==> src/rtl/xsec_pkg.sv <==
package xsec_pkg;
  typedef enum logic [1:0] {
    CAUSE_NONE = 2'b00,
    CAUSE_PRIV = 2'b01,
    CAUSE_BASE = 2'b10,
    CAUSE_RSVD = 2'b11
  } cause_e;
endpackage

==> src/rtl/xsec_legality.sv <==
module xsec_legality
  import xsec_pkg::*;
#(
  parameter int unsigned DATA_W = 64,
  parameter int unsigned PRIV_W = 2,
  parameter logic [DATA_W-1:0] CAP = '1
) (
  input  logic [DATA_W-1:0] wr_data,
  input  logic [PRIV_W-1:0] wr_priv,
  output logic              legal,
  output cause_e            cause
);
  logic [DATA_W-1:0] unsup_hit;

  // per-bit detection of bits the capability mask does not allow
  for (genvar i = 0; i < DATA_W; i++) begin : g_bit
    if (CAP[i]) begin : g_ok
      assign unsup_hit[i] = 1'b0;
    end else begin : g_bad
      assign unsup_hit[i] = wr_data[i];
    end
  end

  always_comb begin
    if (wr_priv != '0)       cause = CAUSE_PRIV;
    else if (!wr_data[0])    cause = CAUSE_BASE;
    else if (|unsup_hit)     cause = CAUSE_RSVD;
    else                     cause = CAUSE_NONE;
    legal = (cause == CAUSE_NONE);
  end
endmodule

==> src/rtl/xsec_state_reg.sv <==
module xsec_state_reg #(
  parameter int unsigned DATA_W = 64,
  parameter logic [DATA_W-1:0] RESET_VAL = '0
) (
  input  logic              clk,
  input  logic              rst_n,
  input  logic              load_en,
  input  logic [DATA_W-1:0] load_val,
  output logic [DATA_W-1:0] state_q
);
  logic [DATA_W-1:0] state_d;

  always_comb begin
    state_d = state_q;
    if (load_en) state_d = load_val;
  end

  always_ff @(posedge clk or negedge rst_n) begin
    if (!rst_n) state_q <= RESET_VAL;
    else        state_q <= state_d;
  end
endmodule

==> src/rtl/xsec_fault.sv <==
module xsec_fault
  import xsec_pkg::*;
(
  input  logic   clk,
  input  logic   rst_n,
  input  logic   strobe,
  input  logic   legal,
  input  cause_e cause,
  output logic   fault_q,
  output cause_e cause_q
);
  logic   fault_d;
  cause_e cause_d;

  always_comb begin
    fault_d = strobe && !legal;
    cause_d = fault_d ? cause : CAUSE_NONE;
  end

  always_ff @(posedge clk or negedge rst_n) begin
    if (!rst_n) begin
      fault_q <= 1'b0;
      cause_q <= CAUSE_NONE;
    end else begin
      fault_q <= fault_d;
      cause_q <= cause_d;
    end
  end
endmodule

==> src/rtl/xstate_enable_ctrl.sv <==
module xstate_enable_ctrl
  import xsec_pkg::*;
#(
  parameter int unsigned DATA_W = 64,
  parameter int unsigned PRIV_W = 2,
  parameter logic [DATA_W-1:0] SUPPORTED = 64'h3
) (
  input  logic              clk,
  input  logic              rst_n,
  input  logic              wr_valid,
  input  logic [DATA_W-1:0] wr_data,
  input  logic [PRIV_W-1:0] wr_priv,
  input  logic [DATA_W-1:0] save_req,
  output logic [DATA_W-1:0] enable_q,
  output logic [DATA_W-1:0] save_set,
  output logic              fault,
  output logic [1:0]        fault_cause
);
  localparam logic [DATA_W-1:0] BASE_BIT  = {{(DATA_W-1){1'b0}}, 1'b1};
  localparam logic [DATA_W-1:0] LOW_BITS  = {1'b0, {(DATA_W-1){1'b1}}};
  localparam logic [DATA_W-1:0] CAP_EFF   = (SUPPORTED | BASE_BIT) & LOW_BITS;

  // reset: asserted asynchronously, released on a clock edge
  logic rst_meta_n, rst_q_n;
  always_ff @(posedge clk or negedge rst_n) begin
    if (!rst_n) begin
      rst_meta_n <= 1'b0;
      rst_q_n    <= 1'b0;
    end else begin
      rst_meta_n <= 1'b1;
      rst_q_n    <= rst_meta_n;
    end
  end

  logic   legal;
  cause_e cause, cause_q;

  xsec_legality #(.DATA_W(DATA_W), .PRIV_W(PRIV_W), .CAP(CAP_EFF)) u_chk (
    .wr_data (wr_data),
    .wr_priv (wr_priv),
    .legal   (legal),
    .cause   (cause)
  );

  xsec_state_reg #(.DATA_W(DATA_W), .RESET_VAL(BASE_BIT)) u_reg (
    .clk      (clk),
    .rst_n    (rst_q_n),
    .load_en  (wr_valid && legal),
    .load_val (wr_data),
    .state_q  (enable_q)
  );

  xsec_fault u_fault (
    .clk     (clk),
    .rst_n   (rst_q_n),
    .strobe  (wr_valid),
    .legal   (legal),
    .cause   (cause),
    .fault_q (fault),
    .cause_q (cause_q)
  );

  assign fault_cause = cause_q;
  assign save_set    = enable_q & save_req;
endmodule

==> config.mk <==
export PLATFORM = sky130hd
export DESIGN_NAME = xstate_enable_ctrl
export DESIGN_NICKNAME = d
export VERILOG_FILES = /design/src/rtl/xsec_pkg.sv /design/src/rtl/xsec_legality.sv /design/src/rtl/xsec_state_reg.sv /design/src/rtl/xsec_fault.sv /design/src/rtl/xstate_enable_ctrl.sv
export SDC_FILE = /design/constraint.sdc
export NUM_CORES = 1
export LEC_CHECK = 0
export BUFFER_PORTS_ARGS = -buffer_cell sky130_fd_sc_hd__buf_2
export CAP_MARGIN = 20
export CORE_AREA = 2 2 102 104
export CTS_CLUSTER_SIZE = 20
export DETAILED_ROUTE_END_ITERATION = 8
export DIE_AREA = 0 0 104 106
export GPL_ROUTABILITY_DRIVEN = 0
export SYNTH_ARGS = -nofsm -noshare
export SYNTH_HDL_FRONTEND = slang
export SYNTH_SLANG_ARGS = --single-unit
==> constraint.sdc <==
create_clock -name clk -period 3 [get_ports clk]
set_clock_uncertainty 0.05 [all_clocks]
set_input_delay 0.15 -clock clk [delete_from_list [all_inputs] [get_ports clk]]
set_output_delay 0.15 -clock clk [all_outputs]
set_load 0.03 [all_outputs]
=== After elaboration in Yosys (flattened, before gate mapping) ===
Index checks and enable logic that the tools add are counted.
W data, S select, Z words.

* Output and inout bits: 131
* Register bits: 69
* Bits of input ports: 133
* Logic and storage cells: 16

* Mux-type cells: 4
* Reductions and logical operators: 6
* Bitwise logic cells: 1

{| class="wikitable"
|+ Operator list
! cell !! count
|-
| $and A64 B64 Y64 || 1
|-
| $reduce_or A62 Y1 || 1
|-
| $mux W2 || 4
|-
| $logic_and A1 B1 Y1 || 2
|-
| $logic_not A2 Y1 || 1
|-
| $reduce_bool A2 Y1 || 1
|-
| $logic_not A1 Y1 || 1
|}

=== Depth between registers and ports, before layout ===
* Depth in word-level cells: 8
* Mapped depth: 6
* Depth with buffers taken out: 5

=== Hierarchy ===
Synthesis repeated with hierarchy kept, for this count alone.

* Cell total of the unflattened synthesis: 235
* Area total of the unflattened synthesis: 3412.0 um^2

{| class="wikitable"
|+ Modules (own cells, without submodules)
! module !! cells each !! instances !! area each (um^2)
|-
| xsec_state_reg || 135 || 1 || 2680.1
|-
| xstate_enable_ctrl || 68 || 1 || 460.4
|-
| xsec_legality || 26 || 1 || 167.7
|-
| xsec_fault || 6 || 1 || 103.8
|}

=== Worst setup path after synthesis ===
OpenSTA, ideal clock, no wires.

* Path kind: input to register
* Start: input wr_data[52]
* End: register u_reg.state_q[10]
* Arrival time: 1.226 ns
* Stages on the path: 6
* Buffers on the path: 1
* Required time: 2.830 ns
* Slack: 1.604 ns
* Cell sequence: nor4_1 > nand4_1 > nor2_2 > nand4_4 > clkbuf_2 > and2_2

* Longest elaborated chain between the ends: 6

{| class="wikitable"
|+ RTL lines
! what !! line !! text
|-
| start, declared || xstate_enable_ctrl.sv:11 || <nowiki>input logic [DATA_W-1:0] wr_data,</nowiki>
|-
| $reduce_or A62 Y1 || xsec_legality.sv:27 || <nowiki>else if (|unsup_hit) cause = CAUSE_RSVD;</nowiki>
|-
| $mux W2 || xsec_legality.sv:27 ||
|-
| $mux W2 || xsec_legality.sv:26 || <nowiki>else if (!wr_data[0]) cause = CAUSE_BASE;</nowiki>
|-
| $mux W2 || xsec_legality.sv:25 || <nowiki>if (wr_priv != '0) cause = CAUSE_PRIV;</nowiki>
|-
| $logic_not A2 Y1 || xsec_legality.sv:29 || <nowiki>legal = (cause == CAUSE_NONE);</nowiki>
|-
| $logic_and A1 B1 Y1 || xstate_enable_ctrl.sv:48 || <nowiki>.load_en (wr_valid && legal),</nowiki>
|-
| end signal, assigned || xsec_state_reg.sv:20 || <nowiki>else state_q <= state_d;</nowiki>
|-
| end, declared || xsec_state_reg.sv:9 || <nowiki>output logic [DATA_W-1:0] state_q</nowiki>
|}

No other way between the ends.
A chain may end at the register's enable or synchronous reset.

=== Worst setup path after layout ===
* Start: input wr_valid
* End: register u_reg.state_q[1]

* Longest elaborated chain between the ends: 1

{| class="wikitable"
|+ RTL lines
! what !! line !! text
|-
| start, declared || xstate_enable_ctrl.sv:10 || <nowiki>input logic wr_valid,</nowiki>
|-
| $logic_and A1 B1 Y1 || xstate_enable_ctrl.sv:48 ||
|}

No other way between the ends.

==> metrics list <==
- Min-Delay Path Class: in -> reg
* Post-synthesis register bit count: 69
* Worst Setup Path Type: in -> reg
* FILL cells: 1005
- In the post-synthesis netlist, the biggest area contributors are sky130_fd_sc_hd__dfrtp_1 60%, sky130_fd_sc_hd__and2_1 17%, sky130_fd_sc_hd__and2_2 14%.
* Via count of the first global-routing pass: 2633
* Die Ht: 106 um
- STA classifies the critical path startpoint as an input port.
- Cell count of the worst reg-to-reg path: 1
- DRT Wirelength: 7770 um
* Cell row count: 37
- Setup_tns: 0 ns
- TritonCTS clock tree: built
* Top_reg_cell synth: sky130_fd_sc_hd__dfrtp_1
* Number of enable flip-flop cells after synthesis: 0
- The synthesized netlist contains 17 unique library cells.
- Signed area change from the synthesized netlist to the final layout: 62.2%
- Summing internal, switching and leakage power gives 2.01 mW.
* Final Max Tran Viols: 0
- The worst setup path is captured at a register.
* Most instantiated cells after synthesis: 76 x sky130_fd_sc_hd__and2_1, 68 x sky130_fd_sc_hd__dfrtp_1, 51 x sky130_fd_sc_hd__and2_2, 15 x sky130_fd_sc_hd__nor4_1, 6 x sky130_fd_sc_hd__clkbuf_2
- Across the run, the number of max-cap violations was 0.
- Highest Clock Rate: 0.460 GHz
- Initial drt markers: 54
- Overall routing resource usage: 13.8%
- Data arrives at the worst endpoint at 2.35 ns.
- At the later pin of the worst-skew pair, clock insertion delay measures 0.34 ns.
- Number of buffers between clock root and the deepest sink: 2
- Detailed Routing Iterations Pass 1: 4
- In the synthesized netlist the async set-or-reset flop fraction comes to 100%.
- The initial antenna violation count is 0.
- With fillers left out, the area of the finished cells amounts to 0.00460 mm^2.
- The clock period could shrink to 2.18 ns.
- Registers take 0.00173 mm^2.
* Total clock sinks: 69
- Share of the clock period used by the worst path after layout: 72.5%
* Total of cells resized after clock tree synthesis: 0
- Dividing the synthesized area by the synthesized cell count gives 12.2 um^2.
- After clock tree synthesis, the clock-pin slew on the worst setup and hold paths is 0.08 ns.
* Layout cells sized above 1: 65.9%
* Crit-path max FO: 64
* Net count, final: 639
- After detailed routing, the average wire length per cell comes to 12.0 um.
- Biggest area consumer among synthesized cells: sky130_fd_sc_hd__dfrtp_1
* Standby leakage power: 2.83 nW
* Die Area: 0.0110 mm^2
* Transition time at the pin with the least slew margin: 0.703 ns
- Average vias per placed instance: 4.16
* Gate count of the mapped netlist: 233
* GRT overflow: 0
- Outcome: finished, final reports clean
* Number of antenna-violating nets in the routed design: 0
* Floorplan core area: 0.0100 mm^2
- Counting instances, the worst hold path has a depth of 2.
* Setup repair after global routing missed its margin: false
- Most used standard cell by instance count after synthesis: sky130_fd_sc_hd__and2_1
* Share of the synthesized area in the top cell type: 60.1%
- Starting density of the core: 28.3%
- Total number of vias: 2689
* Maximum number of pins on one net before global-route repair: 65
* Post-placement cell area: 0.00430 mm^2
- In this run, CTS created clock tree buffers numbering 9.
- Across the VDD grid, the largest voltage drop is 0.000256 V.
- Power spread over the standard cell area amounts to 437 mW/mm^2.
- Total half-perimeter wirelength after legalization and detailed placement: 6060 um
* Die outline width: 104 um
- Area of combinational cells with multiple inputs: 0.00107 mm^2
- Synthesis produced a netlist with a net count of 366.
* Hold Vio Cnt, Final: 0
- DRC errors left: 0
* Portion of the post-synthesis area used by sequential elements: 61.0%
* Total inserted antenna cells: 0
* Max-slew headroom at the worst pin: 53.2%
- Total of warnings raised by yosys: 0
* Count of port buffers added during placement: 263
- First-pass GRT wire length: 12200 um
- Clock tree root buffer cell: sky130_fd_sc_hd__clkbuf_8
* Post-synthesis cell area: 0.00283 mm^2
- CTS built an H-tree with a depth of 3.
- Endpoints failing setup: 0
- Data on the critical path is required at its endpoint by 3.18 ns.
- For this design the top-level I/O count stands at 264.
[final timing paths]
kind                                   start                            end  slack [ns]
setup / recovery                    wr_valid   u_reg.state_q[1]$_DFFE_PN0P_        0.82
hold / removal                    wr_priv[0]   u_fault.cause_q[0]$_DFF_PN0_        0.03
setup reg to reg           rst_q_n$_DFF_PN0_   u_reg.state_q[0]$_DFFE_PN1P_        1.67
hold reg to reg            rst_q_n$_DFF_PN0_  u_reg.state_q[18]$_DFFE_PN0P_        0.26
max in group asynchronous  rst_q_n$_DFF_PN0_   u_reg.state_q[0]$_DFFE_PN1P_        1.67
min in group asynchronous              rst_n           rst_meta_n$_DFF_PN0_        0.09
[cells by family (layout without fill, tap and decap cells)]
group	after synthesis	count (layout)	synth area share, %
and+or+nand+nor	153	153	36.5
DFF	69	69	61.0
buffers and inverters	6	284	1.06
AOI/OAI and AO/OA	3	3	0.884
other	1	1	0.132
muxes	1	1	0.397
[metrics by stage]
| stage | setup slack [ns] | hold slack, ns | utilization (%) | std cells |
|---|---|---|---|---|
| after floorplan | 0.888 | -0.196 | - | 233 |
| after global placement | 0.752 | -0.114 | 43.0 | 627 |
| after detailed placement | 0.717 | -0.114 | 43.0 | 627 |
| after CTS | 0.801 | 0.0000327 | 46.0 | 647 |
| after global routing | 0.662 | 0.0319 | 46.0 | 647 |
| final | 0.825 | 0.0284 | 46.0 | 647 |
[cells in the final DEF (no fill, tap or decap)]
| master | n |
|---|---|
| sky130_fd_sc_hd__and2_1 | 76 |
| sky130_fd_sc_hd__nand4_4 | 1 |
| sky130_fd_sc_hd__dlygate4sd3_1 | 4 |
| sky130_fd_sc_hd__dfstp_2 | 1 |
| sky130_fd_sc_hd__clkinv_4 | 1 |
| sky130_fd_sc_hd__conb_1 | 1 |
| sky130_fd_sc_hd__nor2_1 | 1 |
| sky130_fd_sc_hd__nor3b_1 | 1 |
| sky130_fd_sc_hd__mux2_2 | 1 |
| sky130_fd_sc_hd__buf_4 | 1 |
| sky130_fd_sc_hd__clkinvlp_4 | 1 |
| sky130_fd_sc_hd__nor4_1 | 15 |
| sky130_fd_sc_hd__clkbuf_8 | 11 |
| sky130_fd_sc_hd__nand3_1 | 1 |
| sky130_fd_sc_hd__nor2_2 | 2 |
| sky130_fd_sc_hd__buf_2 | 263 |
| sky130_fd_sc_hd__or2b_1 | 1 |
| sky130_fd_sc_hd__o31a_1 | 2 |
| sky130_fd_sc_hd__dfrtp_1 | 67 |
| sky130_fd_sc_hd__bufinv_16 | 3 |
| sky130_fd_sc_hd__dfrtp_2 | 1 |
| sky130_fd_sc_hd__nand4_1 | 4 |
| sky130_fd_sc_hd__and2_2 | 51 |
| sky130_fd_sc_hd__a21boi_0 | 1 |
[power breakdown]
group          switching (mW)  internal (mW)
combinational          0.0417         0.0698
clock                   0.356          0.599
sequential            0.00885          0.933
total                   0.406           1.60
[critical path, stage by stage]
cell	delay, ns
sky130_fd_sc_hd__dlygate4sd3_1	0.54
sky130_fd_sc_hd__buf_2	0.13
sky130_fd_sc_hd__nor3b_1	0.42
sky130_fd_sc_hd__nand4_4	0.61
sky130_fd_sc_hd__mux2_2	0.49
[timing repair]
item / 4_1_cts / 5_1_grt
endpoints found under the hold margin: 5 / 0
setup buffers: 0 / 0
hold buffers: 4 / 0
[per-layer routing]
metal | track usage (%) | wire length (um)
met1 | 15.6 | 3040
met2 | 24.6 | 4010
met3 | 4.35 | 620
met4 | 4.44 | 92
met5 | 0 | 0
[layout make-up]
cell class / instances / area share (%)
clock buffers: 11 / 3.29
clock inverters: 5 / 2.31
multi-input cells: 158 / 23.4
flip-flops and latches: 69 / 37.6
well taps: 136 / 3.70
repair buffers: 268 / 29.7
[state kept, by name, summed over array words and instances, names as in the netlist]
| signal | flops |
|---|---|
| rst_meta_n | 1 |
| u_reg.state_q | 64 |
| rst_q_n | 1 |
| u_fault.cause_q | 2 |
| u_fault.fault_q | 1 |
No activity file was read; power rests on OpenSTA's default activity.
